`src/rtl/i2cseq_pkg.sv`:
```
package i2cseq_pkg;
  typedef enum logic [1:0] {
    OPK_START = 2'd0,
    OPK_WRITE = 2'd1,
    OPK_READ  = 2'd2,
    OPK_STOP  = 2'd3
  } opk_t;

  typedef enum logic [1:0] {
    CTX_FREE,
    CTX_WR,
    CTX_RDLEN,
    CTX_HOLD
  } ctx_t;

  typedef enum logic [1:0] {
    ACT_DROP,
    ACT_START,
    ACT_WRITE,
    ACT_COUNT
  } act_t;

  typedef enum logic [2:0] {
    ST_FETCH,
    ST_START,
    ST_ADDR,
    ST_WRITE,
    ST_READ,
    ST_PUSH,
    ST_STOP,
    ST_IDLEWAIT
  } st_t;

  localparam int EV_TXERR = 0;
  localparam int EV_ARB   = 1;
  localparam int EV_IDLE  = 2;
  localparam int EV_N     = 3;
endpackage

```
`src/rtl/i2cseq_decode.sv`:
```
module i2cseq_decode
  import i2cseq_pkg::*;
#(
  parameter int BYTE_W = 8,
  localparam int CMD_W = BYTE_W + 2
) (
  input  logic [CMD_W-1:0]  entry,
  input  ctx_t              ctx,
  output logic [BYTE_W-1:0] byte_o,
  output logic              start_o,
  output logic              stop_o,
  output act_t              act
);
  assign byte_o  = entry[BYTE_W-1:0];
  assign start_o = entry[BYTE_W];
  assign stop_o  = entry[BYTE_W+1];

  always_comb begin
    unique case (ctx)
      CTX_WR:    act = start_o ? ACT_START : ACT_WRITE;
      CTX_RDLEN: act = ACT_COUNT;
      default:   act = start_o ? ACT_START : ACT_DROP;
    endcase
  end
endmodule

```
`src/rtl/i2cseq_counter.sv`:
```
module i2cseq_counter #(
  parameter int CNT_W = 8
) (
  input  logic             clk,
  input  logic             rst_n,
  input  logic             load,
  input  logic [CNT_W-1:0] load_val,
  input  logic             dec,
  output logic             last
);
  logic [CNT_W-1:0] cnt_q;

  always_ff @(posedge clk or negedge rst_n) begin
    if (!rst_n)    cnt_q <= '0;
    else if (load) cnt_q <= load_val;
    else if (dec)  cnt_q <= cnt_q - 1'b1;
  end

  assign last = (cnt_q == CNT_W'(1));
endmodule

```
`src/rtl/i2cseq_events.sv`:
```
module i2cseq_events #(
  parameter int N = 3
) (
  input  logic         clk,
  input  logic         rst_n,
  input  logic [N-1:0] set,
  output logic [N-1:0] pulse
);
  for (genvar g = 0; g < N; g++) begin : g_ev
    always_ff @(posedge clk or negedge rst_n) begin
      if (!rst_n) pulse[g] <= 1'b0;
      else        pulse[g] <= set[g];
    end
  end
endmodule

```
`src/rtl/i2c_dyn_sequencer.sv`:
```
module i2c_dyn_sequencer
  import i2cseq_pkg::*;
#(
  parameter int BYTE_W = 8,
  localparam int CMD_W = BYTE_W + 2
) (
  input  logic              clk,
  input  logic              rst_n,
  input  logic              cmd_valid,
  output logic              cmd_ready,
  input  logic [CMD_W-1:0]  cmd_data,
  output logic              op_valid,
  input  logic              op_ready,
  output logic [1:0]        op_kind,
  output logic [BYTE_W-1:0] op_byte,
  output logic              op_ack,
  input  logic              op_done,
  input  logic              op_nack,
  input  logic              op_arb_lost,
  input  logic [BYTE_W-1:0] op_rdata,
  input  logic              bus_busy,
  output logic              rx_valid,
  input  logic              rx_ready,
  output logic [BYTE_W-1:0] rx_data,
  output logic              ev_tx_error,
  output logic              ev_arb_lost,
  output logic              ev_bus_idle
);
  st_t  st_q, st_d;
  ctx_t ctx_q, ctx_d;
  logic [BYTE_W-1:0] ent_byte_q, rx_q, rx_d;
  logic ent_stop_q, issued_q, issued_d, latch;
  logic cnt_load, cnt_dec, cnt_last, done;
  logic [EV_N-1:0] ev_set, ev_pulse;

  logic [BYTE_W-1:0] dec_byte;
  logic dec_start, dec_stop;
  act_t dec_act;

  i2cseq_decode #(.BYTE_W(BYTE_W)) u_dec (
    .entry(cmd_data), .ctx(ctx_q), .byte_o(dec_byte),
    .start_o(dec_start), .stop_o(dec_stop), .act(dec_act)
  );

  i2cseq_counter #(.CNT_W(BYTE_W)) u_cnt (
    .clk(clk), .rst_n(rst_n), .load(cnt_load), .load_val(dec_byte),
    .dec(cnt_dec), .last(cnt_last)
  );

  i2cseq_events #(.N(EV_N)) u_ev (
    .clk(clk), .rst_n(rst_n), .set(ev_set), .pulse(ev_pulse)
  );

  assign ev_tx_error = ev_pulse[EV_TXERR];
  assign ev_arb_lost = ev_pulse[EV_ARB];
  assign ev_bus_idle = ev_pulse[EV_IDLE];

  // engine request side
  always_comb begin
    op_valid = 1'b0;
    op_kind  = OPK_START;
    op_byte  = '0;
    op_ack   = 1'b0;
    unique case (st_q)
      ST_START: begin op_valid = !issued_q; op_kind = OPK_START; end
      ST_ADDR, ST_WRITE: begin
        op_valid = !issued_q;
        op_kind  = OPK_WRITE;
        op_byte  = ent_byte_q;
      end
      ST_READ: begin
        op_valid = !issued_q;
        op_kind  = OPK_READ;
        op_ack   = !cnt_last;
      end
      ST_STOP: begin op_valid = !issued_q; op_kind = OPK_STOP; end
      default: ;
    endcase
  end

  assign done      = issued_q && op_done;
  assign cmd_ready = (st_q == ST_FETCH);
  assign rx_valid  = (st_q == ST_PUSH);
  assign rx_data   = rx_q;

  always_comb begin
    st_d     = st_q;
    ctx_d    = ctx_q;
    rx_d     = rx_q;
    latch    = 1'b0;
    cnt_load = 1'b0;
    cnt_dec  = 1'b0;
    ev_set   = '0;
    issued_d = issued_q;
    if (op_valid && op_ready) issued_d = 1'b1;
    if (done)                 issued_d = 1'b0;

    unique case (st_q)
      ST_FETCH: if (cmd_valid) begin
        latch = 1'b1;
        unique case (dec_act)
          ACT_START: st_d = ST_START;
          ACT_WRITE: st_d = ST_WRITE;
          ACT_COUNT: begin
            cnt_load = 1'b1;
            if (dec_byte != '0)  st_d  = ST_READ;
            else if (dec_stop)   st_d  = ST_STOP;
            else                 ctx_d = CTX_HOLD;
          end
          default: ;
        endcase
      end
      ST_START: if (done) begin
        if (op_arb_lost) begin
          ev_set[EV_ARB] = 1'b1; ctx_d = CTX_FREE; st_d = ST_FETCH;
        end else st_d = ST_ADDR;
      end
      ST_ADDR, ST_WRITE: if (done) begin
        if (op_arb_lost) begin
          ev_set[EV_ARB] = 1'b1; ctx_d = CTX_FREE; st_d = ST_FETCH;
        end else if (op_nack) begin
          ev_set[EV_TXERR] = 1'b1; st_d = ST_STOP;
        end else if (st_q == ST_ADDR && ent_byte_q[0]) begin
          ctx_d = CTX_RDLEN; st_d = ST_FETCH;
        end else if (ent_stop_q) begin
          st_d = ST_STOP;
        end else begin
          ctx_d = CTX_WR; st_d = ST_FETCH;
        end
      end
      ST_READ: if (done) begin
        if (op_arb_lost) begin
          ev_set[EV_ARB] = 1'b1; ctx_d = CTX_FREE; st_d = ST_FETCH;
        end else begin
          rx_d = op_rdata; st_d = ST_PUSH;
        end
      end
      ST_PUSH: if (rx_ready) begin
        cnt_dec = 1'b1;
        if (cnt_last) begin
          ev_set[EV_TXERR] = 1'b1;
          if (ent_stop_q) st_d = ST_STOP;
          else begin ctx_d = CTX_HOLD; st_d = ST_FETCH; end
        end else st_d = ST_READ;
      end
      ST_STOP: if (done) begin
        ctx_d = CTX_FREE; st_d = ST_IDLEWAIT;
      end
      ST_IDLEWAIT: if (!bus_busy) begin
        ev_set[EV_IDLE] = 1'b1; st_d = ST_FETCH;
      end
      default: st_d = ST_FETCH;
    endcase
  end

  always_ff @(posedge clk or negedge rst_n) begin
    if (!rst_n) begin
      st_q       <= ST_FETCH;
      ctx_q      <= CTX_FREE;
      ent_byte_q <= '0;
      ent_stop_q <= 1'b0;
      issued_q   <= 1'b0;
      rx_q       <= '0;
    end else begin
      st_q     <= st_d;
      ctx_q    <= ctx_d;
      issued_q <= issued_d;
      rx_q     <= rx_d;
      if (latch) begin
        ent_byte_q <= dec_byte;
        ent_stop_q <= dec_stop;
      end
    end
  end
endmodule

```
`config.mk`:
```
export PLATFORM = sky130hd
export DESIGN_NAME = i2c_dyn_sequencer
export DESIGN_NICKNAME = d
export VERILOG_FILES = /design/src/rtl/i2cseq_pkg.sv /design/src/rtl/i2cseq_decode.sv /design/src/rtl/i2cseq_counter.sv /design/src/rtl/i2cseq_events.sv /design/src/rtl/i2c_dyn_sequencer.sv
export SDC_FILE = /design/constraint.sdc
export NUM_CORES = 1
export LEC_CHECK = 0
export BUFFER_PORTS_ARGS = -buffer_cell sky130_fd_sc_hd__buf_2
export CAP_MARGIN = 10
export CORE_ASPECT_RATIO = 0.8
export CORE_MARGIN = 2
export CORE_UTILIZATION = 45
export CTS_CLUSTER_DIAMETER = 200
export CTS_CLUSTER_SIZE = 28
export DETAILED_ROUTE_END_ITERATION = 8
export PLACE_DENSITY = 0.7
export SYNTH_ARGS = -nofsm -noshare
export SYNTH_HDL_FRONTEND = slang
export SYNTH_SLANG_ARGS = --single-unit
```
`constraint.sdc`:
```
create_clock -name clk -period 3.58 [get_ports clk]
set_clock_uncertainty 0.05 [all_clocks]
set_input_delay 0.895 -clock clk [delete_from_list [all_inputs] [get_ports clk]]
set_output_delay 0.895 -clock clk [all_outputs]
set_load 0.1 [all_outputs]
```
; ---- After elaboration in Yosys (flattened, before gate mapping)
; Index checks and enable logic that the tools add are counted.
[word_totals]
reg_bits = 34
input_bits = 27
output_inout_bits = 25
wordCells = 122
[op_classes]
addsub = 1
n_eq_ne = 31
mux = 63
bitwise_logic = 1
n_reduce_logical = 16
[op_table]
columns = operator, count
row1 = 2-to-1 mux 3 bit, 15
row2 = 2-to-1 mux 2 bit, 18
row3 = 2-to-1 mux 8 bit, 3
row4 = one-hot mux 3 bit (7 select lines), 1
row5 = 2-to-1 mux 1 bit, 20
row6 = inequality test 2 bit (second input constant), 9
row7 = AND reduction 14 bit, 1
row8 = equality test 3 bit (second input constant), 4
row9 = inequality test 2 x 1 -> 1 bit (second input constant), 5
row10 = one-hot mux 2 bit (5 select lines), 1
row11 = one-hot mux 3 bit (3 select lines), 1
row12 = AND reduction 9 bit, 1
row13 = equality test 8 x 1 -> 1 bit (second input constant), 1
row14 = inequality test 4 bit (second input constant), 2
row15 = nonzero test 8 bit, 1
row16 = subtractor 8 x 1 -> 8 bit (second input constant), 1
row17 = equality test 2 bit (second input constant), 3
row18 = equality test 3 x 2 -> 1 bit (second input constant), 2
row19 = one-hot mux 2 bit (3 select lines), 1
row20 = nonzero test 5 bit, 1
row21 = OR reduction 5 bit, 1
row22 = equality test 2 x 1 -> 1 bit (second input constant), 2
row23 = inequality test 4 x 1 -> 1 bit (second input constant), 1
row24 = one-hot mux 1 bit (2 select lines), 2
row25 = 10 further kinds, 15

; ---- Depth between registers and ports, before layout
[logic_depth]
word_depth = 7
depth_mapped = 7
depth_no_buf = 7

; ---- Modules after synthesis
; Synthesis repeated with hierarchy kept, for this count alone.
[unflattened]
cells_unflattened = 206
area_unflattened_um2 = 2044.5
[by_module_without_submodules]
columns = module, n_inst, cells_each, area_each_um2, seq_area_each_um2
row1 = i2c_dyn_sequencer, 1, 135, 1376.3, 575.6
row2 = i2cseq_counter, 1, 50, 460.4, 200.2
row3 = i2cseq_decode, 1, 18, 132.6, 0.0
row4 = i2cseq_events, 1, 3, 75.1, 75.1

; ---- Worst setup path after synthesis
; OpenSTA, ideal clock, no wires.
[synth_timing]
path_kind = register -> output
startpoint = register st_q[1]
endpoint = output port op_valid
arrival_time_ps = 4461
required_time_ps = 2635
path_slack_ps = -1826
path_stages_with_launch = 4
n_path_buf = 1
cell_sequence = dfrtp_1 clkbuf_1 nor3_1 a211oi_1
[synth_via]
elab_chain_len = 3
elab_cells_between_ends = 7
classes_between = 5 x eq/ne / 1 x mux / 1 x reduce/logical
[synth_rtl]
columns = element, line_no
row1 = from (decl), i2c_dyn_sequencer.sv:29  ; st_t st_q, st_d;
row2 = from (signal assigned), i2c_dyn_sequencer.sv:165  ; st_q <= st_d;
row3 = "equality test 3 x 2 -> 1 bit, or another cell as far along", i2c_dyn_sequencer.sv:64  ; unique case (st_q)
row4 = OR reduction 5 bit (no source line) *, n/a
row5 = 2-to-1 mux 1 bit *, n/a
row6 = to (decl), i2c_dyn_sequencer.sv:12  ; output logic op_valid,
; Every way passes the cells marked *; elsewhere a longest branch is shown, timed or not.

; ---- Worst setup path after layout
[layout_timing]
startpoint = register st_q[1]
endpoint = output port op_byte[7]
[layout_via]
elab_chain_len = 3
elab_cells_between_ends = 4
classes_between = 2 x eq/ne / 1 x mux / 1 x reduce/logical
[layout_rtl]
columns = element, line_no
row1 = equality test 3 x 2 -> 1 bit, i2c_dyn_sequencer.sv:64
row2 = OR reduction 2 bit *, i2c_dyn_sequencer.sv:64
row3 = 2-to-1 mux 8 bit *, i2c_dyn_sequencer.sv:64
row4 = to (decl), i2c_dyn_sequencer.sv:15  ; output logic [BYTE_W-1:0] op_byte,
; Marked as above.

==> reports/results.txt <==
In this run the tightest slew margin relative to its limit is 51.1%. TritonCTS built the clock tree. The remaining routing DRC violations came out at 0.

Global routing consumed, over all layers together, 18.9% of the routing resources. After Yosys synthesis, and, or, nand and nor cells account for 21.1% of the synthesized area. For this run, the post-layout net count is 277. For the count of max-cap constraint violations, the log shows 0. Measured along the x axis, the die boundary spans 77.0 µm. The signal on the critical path passes through nor2b_1 > buf_4 > and2_1 > buf_2.

The initial antenna violation count came out at 0. For the count of endpoints failing hold in the final timing report, the log shows 0. The worst min-delay path class was register to register. The total negative slack is 0 ns, and the reg-to-reg setup timing slack is 1.04 ns.

The tools report the number of cells produced by synthesis as 196. The worst register-to-register path ends at u_cnt.cnt_q[7]. For this block, the initial DRC count from the detailed router was 69. The number of synthesis warnings is 0. The slew at the pin closest to its max-slew limit works out to 0.734 ns. The top-level port count was 52. The clock buffer count from CTS was 5; the wire length per cell after detailed routing was 14.0 µm. The tools report the critical path capture point type as a primary output. CTS built an H-tree with a depth of 2. In this run the most critical hold path is launched from ent_byte_q[7]. The half-perimeter wire length after placement came out at 3.26 mm. The first TritonRoute pass finished after 4 iterations. The tools report the cts-stage hold buffer count as 0.

The startpoint of the worst register-to-register path is st_q[0]. The area added between synthesis and finish works out to 23.6%. The most common flop cell mapped by yosys is sky130_fd_sc_hd__dfrtp_1. The tools report the wire length reported by the detailed router as 4.26 mm. Using the TritonRoute via totals, the vias-per-cell ratio works out to 5.27. The synthesized design contains 0 enable-type register cells. The synthesized netlist occupies a cell area of 1920 µm².

For hold timing, the worst endpoint is ent_byte_q[7]. Based on the critical path, the design can be clocked at up to 0.323 GHz. The run finished with clean final reports. The max-slew violation count was 0; the maximum fanout along the worst path was 19. The tree is rooted in a sky130_fd_sc_hd__clkbuf_8. The post-route netlist has 34.4% of its cells at a drive strength greater than 1. Setup violations remaining at the end of the flow were counted as 0. Setup repair after global routing left no endpoint under its margin. The multiplexer share of the synthesized area came out at 11.7%. The critical path in this run is classified as register to primary output. The kind of start point of the critical path was a register. The pin count of the biggest net entering global routing is 35. The fraction of synthesized cell area in xor and xnor cells is 1.37%.

The worst hold path stage count is 1. For the number of global-route vias before repair, the log shows 1,494. After synthesis, the mean cell area works out to 9.80 µm².

The number of register bits inferred by synthesis came out at 34. The number of unique standard cell types used by synthesis came out at 47. The die covers 4810 µm². For the required arrival time at the worst endpoint, the log shows 2.63 ns.

The arrival time of the worst setup path was 2.15 ns; the starting density of the core was 46.3%. The post-layout minimum cycle time was 3.10 ns; the number of inserted diodes was 0. The tools report the number of nets still failing antenna checks after routing as 0. The clock-pin slew on the worst setup and hold paths works out to 0.07 ns.

The routability congestion estimate is 0.836, and the number of buffers added on ports is 51. The number of nets handed over by synthesis was 227. For the layout filler cell count, the log shows 387. Summing the areas of all compound-gate instances in the mapped netlist gives 14.6% of the synthesized area. In this run the vertical extent of the chip is 62.4 µm.

The number of setup buffers added after CTS is 0. The length in cells of the worst reg-to-reg path came out at 4. For the TritonCTS sink count, the log shows 34. For the vias after detailed routing, the log shows 1,603. Among all stages on the critical path, the largest delay is contributed by sky130_fd_sc_hd__dfrtp_1.

The number of gates resized after cts came out at 0. Number of placement rows: 21. The share of synthesized flip-flops with an asynchronous set or reset was 100%; the sequential-to-total area share from yosys stat was 44.3%. The tools report the clock network latency to the later pin of the worst-skew pair as 0.28 ns.

In this design, the stage delay of the slowest critical-path cell is 0.67 ns. The ratio of final minimum period to clock period is 86.6%. The fraction of the mapped netlist area in adder cells is 2.61%, and the total core area is 4150 µm². For the overflow left after global routing, the log shows 0. The run gives 2 as the buffer levels on the longest clock path.

After synthesis, the largest family of logic cells by area is simple AND/OR/NAND/NOR gates. The tools report the first-pass GRT wire length as 7.20 mm.
cell usage after synthesis, drive strengths merged, types with 2 or more instances:
cell,instances,area [µm²]
o21ai,15,75.1
nor2,10,37.5
or3,3,18.8
a221o,3,30.0
inv,11,41.3
dfrtp,34,851
clkbuf,6,22.5
and2,8,50.1
nand2b,4,25.0
xnor2,2,17.5
a21oi,5,25.0
o21bai,2,15.0
mux2,19,214
nor3,7,40.0
buf,4,20.0
o22ai,2,12.5
a211oi,4,30.0
nand3,3,15.0
ha,4,50.1
nor2b,4,25.0
nand2,17,63.8
nor4,7,50.1
o31ai,2,15.0
flip-flops by register name, summed over array words and instances (netlist names):
register and flops:
u_ev.pulse 3, u_cnt.cnt_q 8, rx_data 8, issued_q 1
st_q 3, ctx_q 2, ent_stop_q 1, ent_byte_q 8
layout make-up:
cell class                      count  area [µm²]  share of cell area [%]
Timing Repair Buffer               53         270                    11.4
Sequential cell                    34         851                    35.8
Tap cell                           57        71.3                    3.00
Inverter                           11        41.3                    1.74
Multi-Input combinational cell    141        1000                    42.2
Clock buffer                        5        68.8                    2.90
Clock inverter                      3        68.8                    2.90
cells by family (layout without fill, tap and decap cells):
kind of cell,count (synthesis),count (layout)
DFF,34,34
adders and majority gates,4,4
muxes,20,20
buffers and inverters,21,72
xor gates and xnor gates,3,3
AOI/OAI and AO/OA,42,42
and+or+nand+nor,72,72
routing by layer:
metal | vias up | track usage (%) | share of wire (%)
met5 | - | 0 | 0
met4 | 0 | 5.58 | 0.85
met3 | 4 | 4.77 | 8.7
met2 | 63 | 27.3 | 41
met1 | 730 | 28.1 | 50
li1 | 806 | - | -
through the flow:
stage	worst slack (ns)	hold slack, ns	cells	area (µm²)	utilization [%]
after floorplan	0.428	0.421	196	1940	-
after global placement	0.776	0.431	296	2240	53.9
after detailed placement	0.779	0.438	296	2240	53.9
after CTS	0.461	0.454	304	2370	57.2
after global routing	0.306	0.471	304	2370	57.2
final	0.480	0.450	304	2370	57.2
worst max-delay path, delay by kind of cell (launching register included):
| kind | cells | cell delay [ns] |
|---|---|---|
| simple gates | 2 | 0.56 |
| buf+inv | 2 | 0.63 |
| flops | 1 | 0.67 |
layout by cell type, fill, tap and decap left out, drive strengths merged, types with 3 or more instances in the layout:
cell type and instances:
a221o 3, mux2 19, or3 3, nor2 10, nand2b 4, ha 4
nor4 7, a21oi 5, and2 8, nand3 3, dfrtp 34, inv 11
o21ai 15, clkbuf 5, nor2b 4, buf 53, a211oi 4, nor3 7
nand2 17
worst max-delay path by stage:
stage / from / endpoint / slack, ns / cells past startpoint
final: st_q[1] / op_byte[7] / 0.48 / 4
after global placement: st_q[1] / op_byte[4] / 0.78 / 4
after floorplan: st_q[1] / op_ack / 0.43 / 3
after CTS: st_q[1] / op_byte[7] / 0.46 / 4
after global routing: st_q[1] / op_byte[7] / 0.31 / 4
after detailed placement: st_q[1] / op_byte[7] / 0.78 / 4
Power is left out: the tool's default activity adds up to more than one toggle a clock period on the data nets, which glitch-free logic cannot reach.
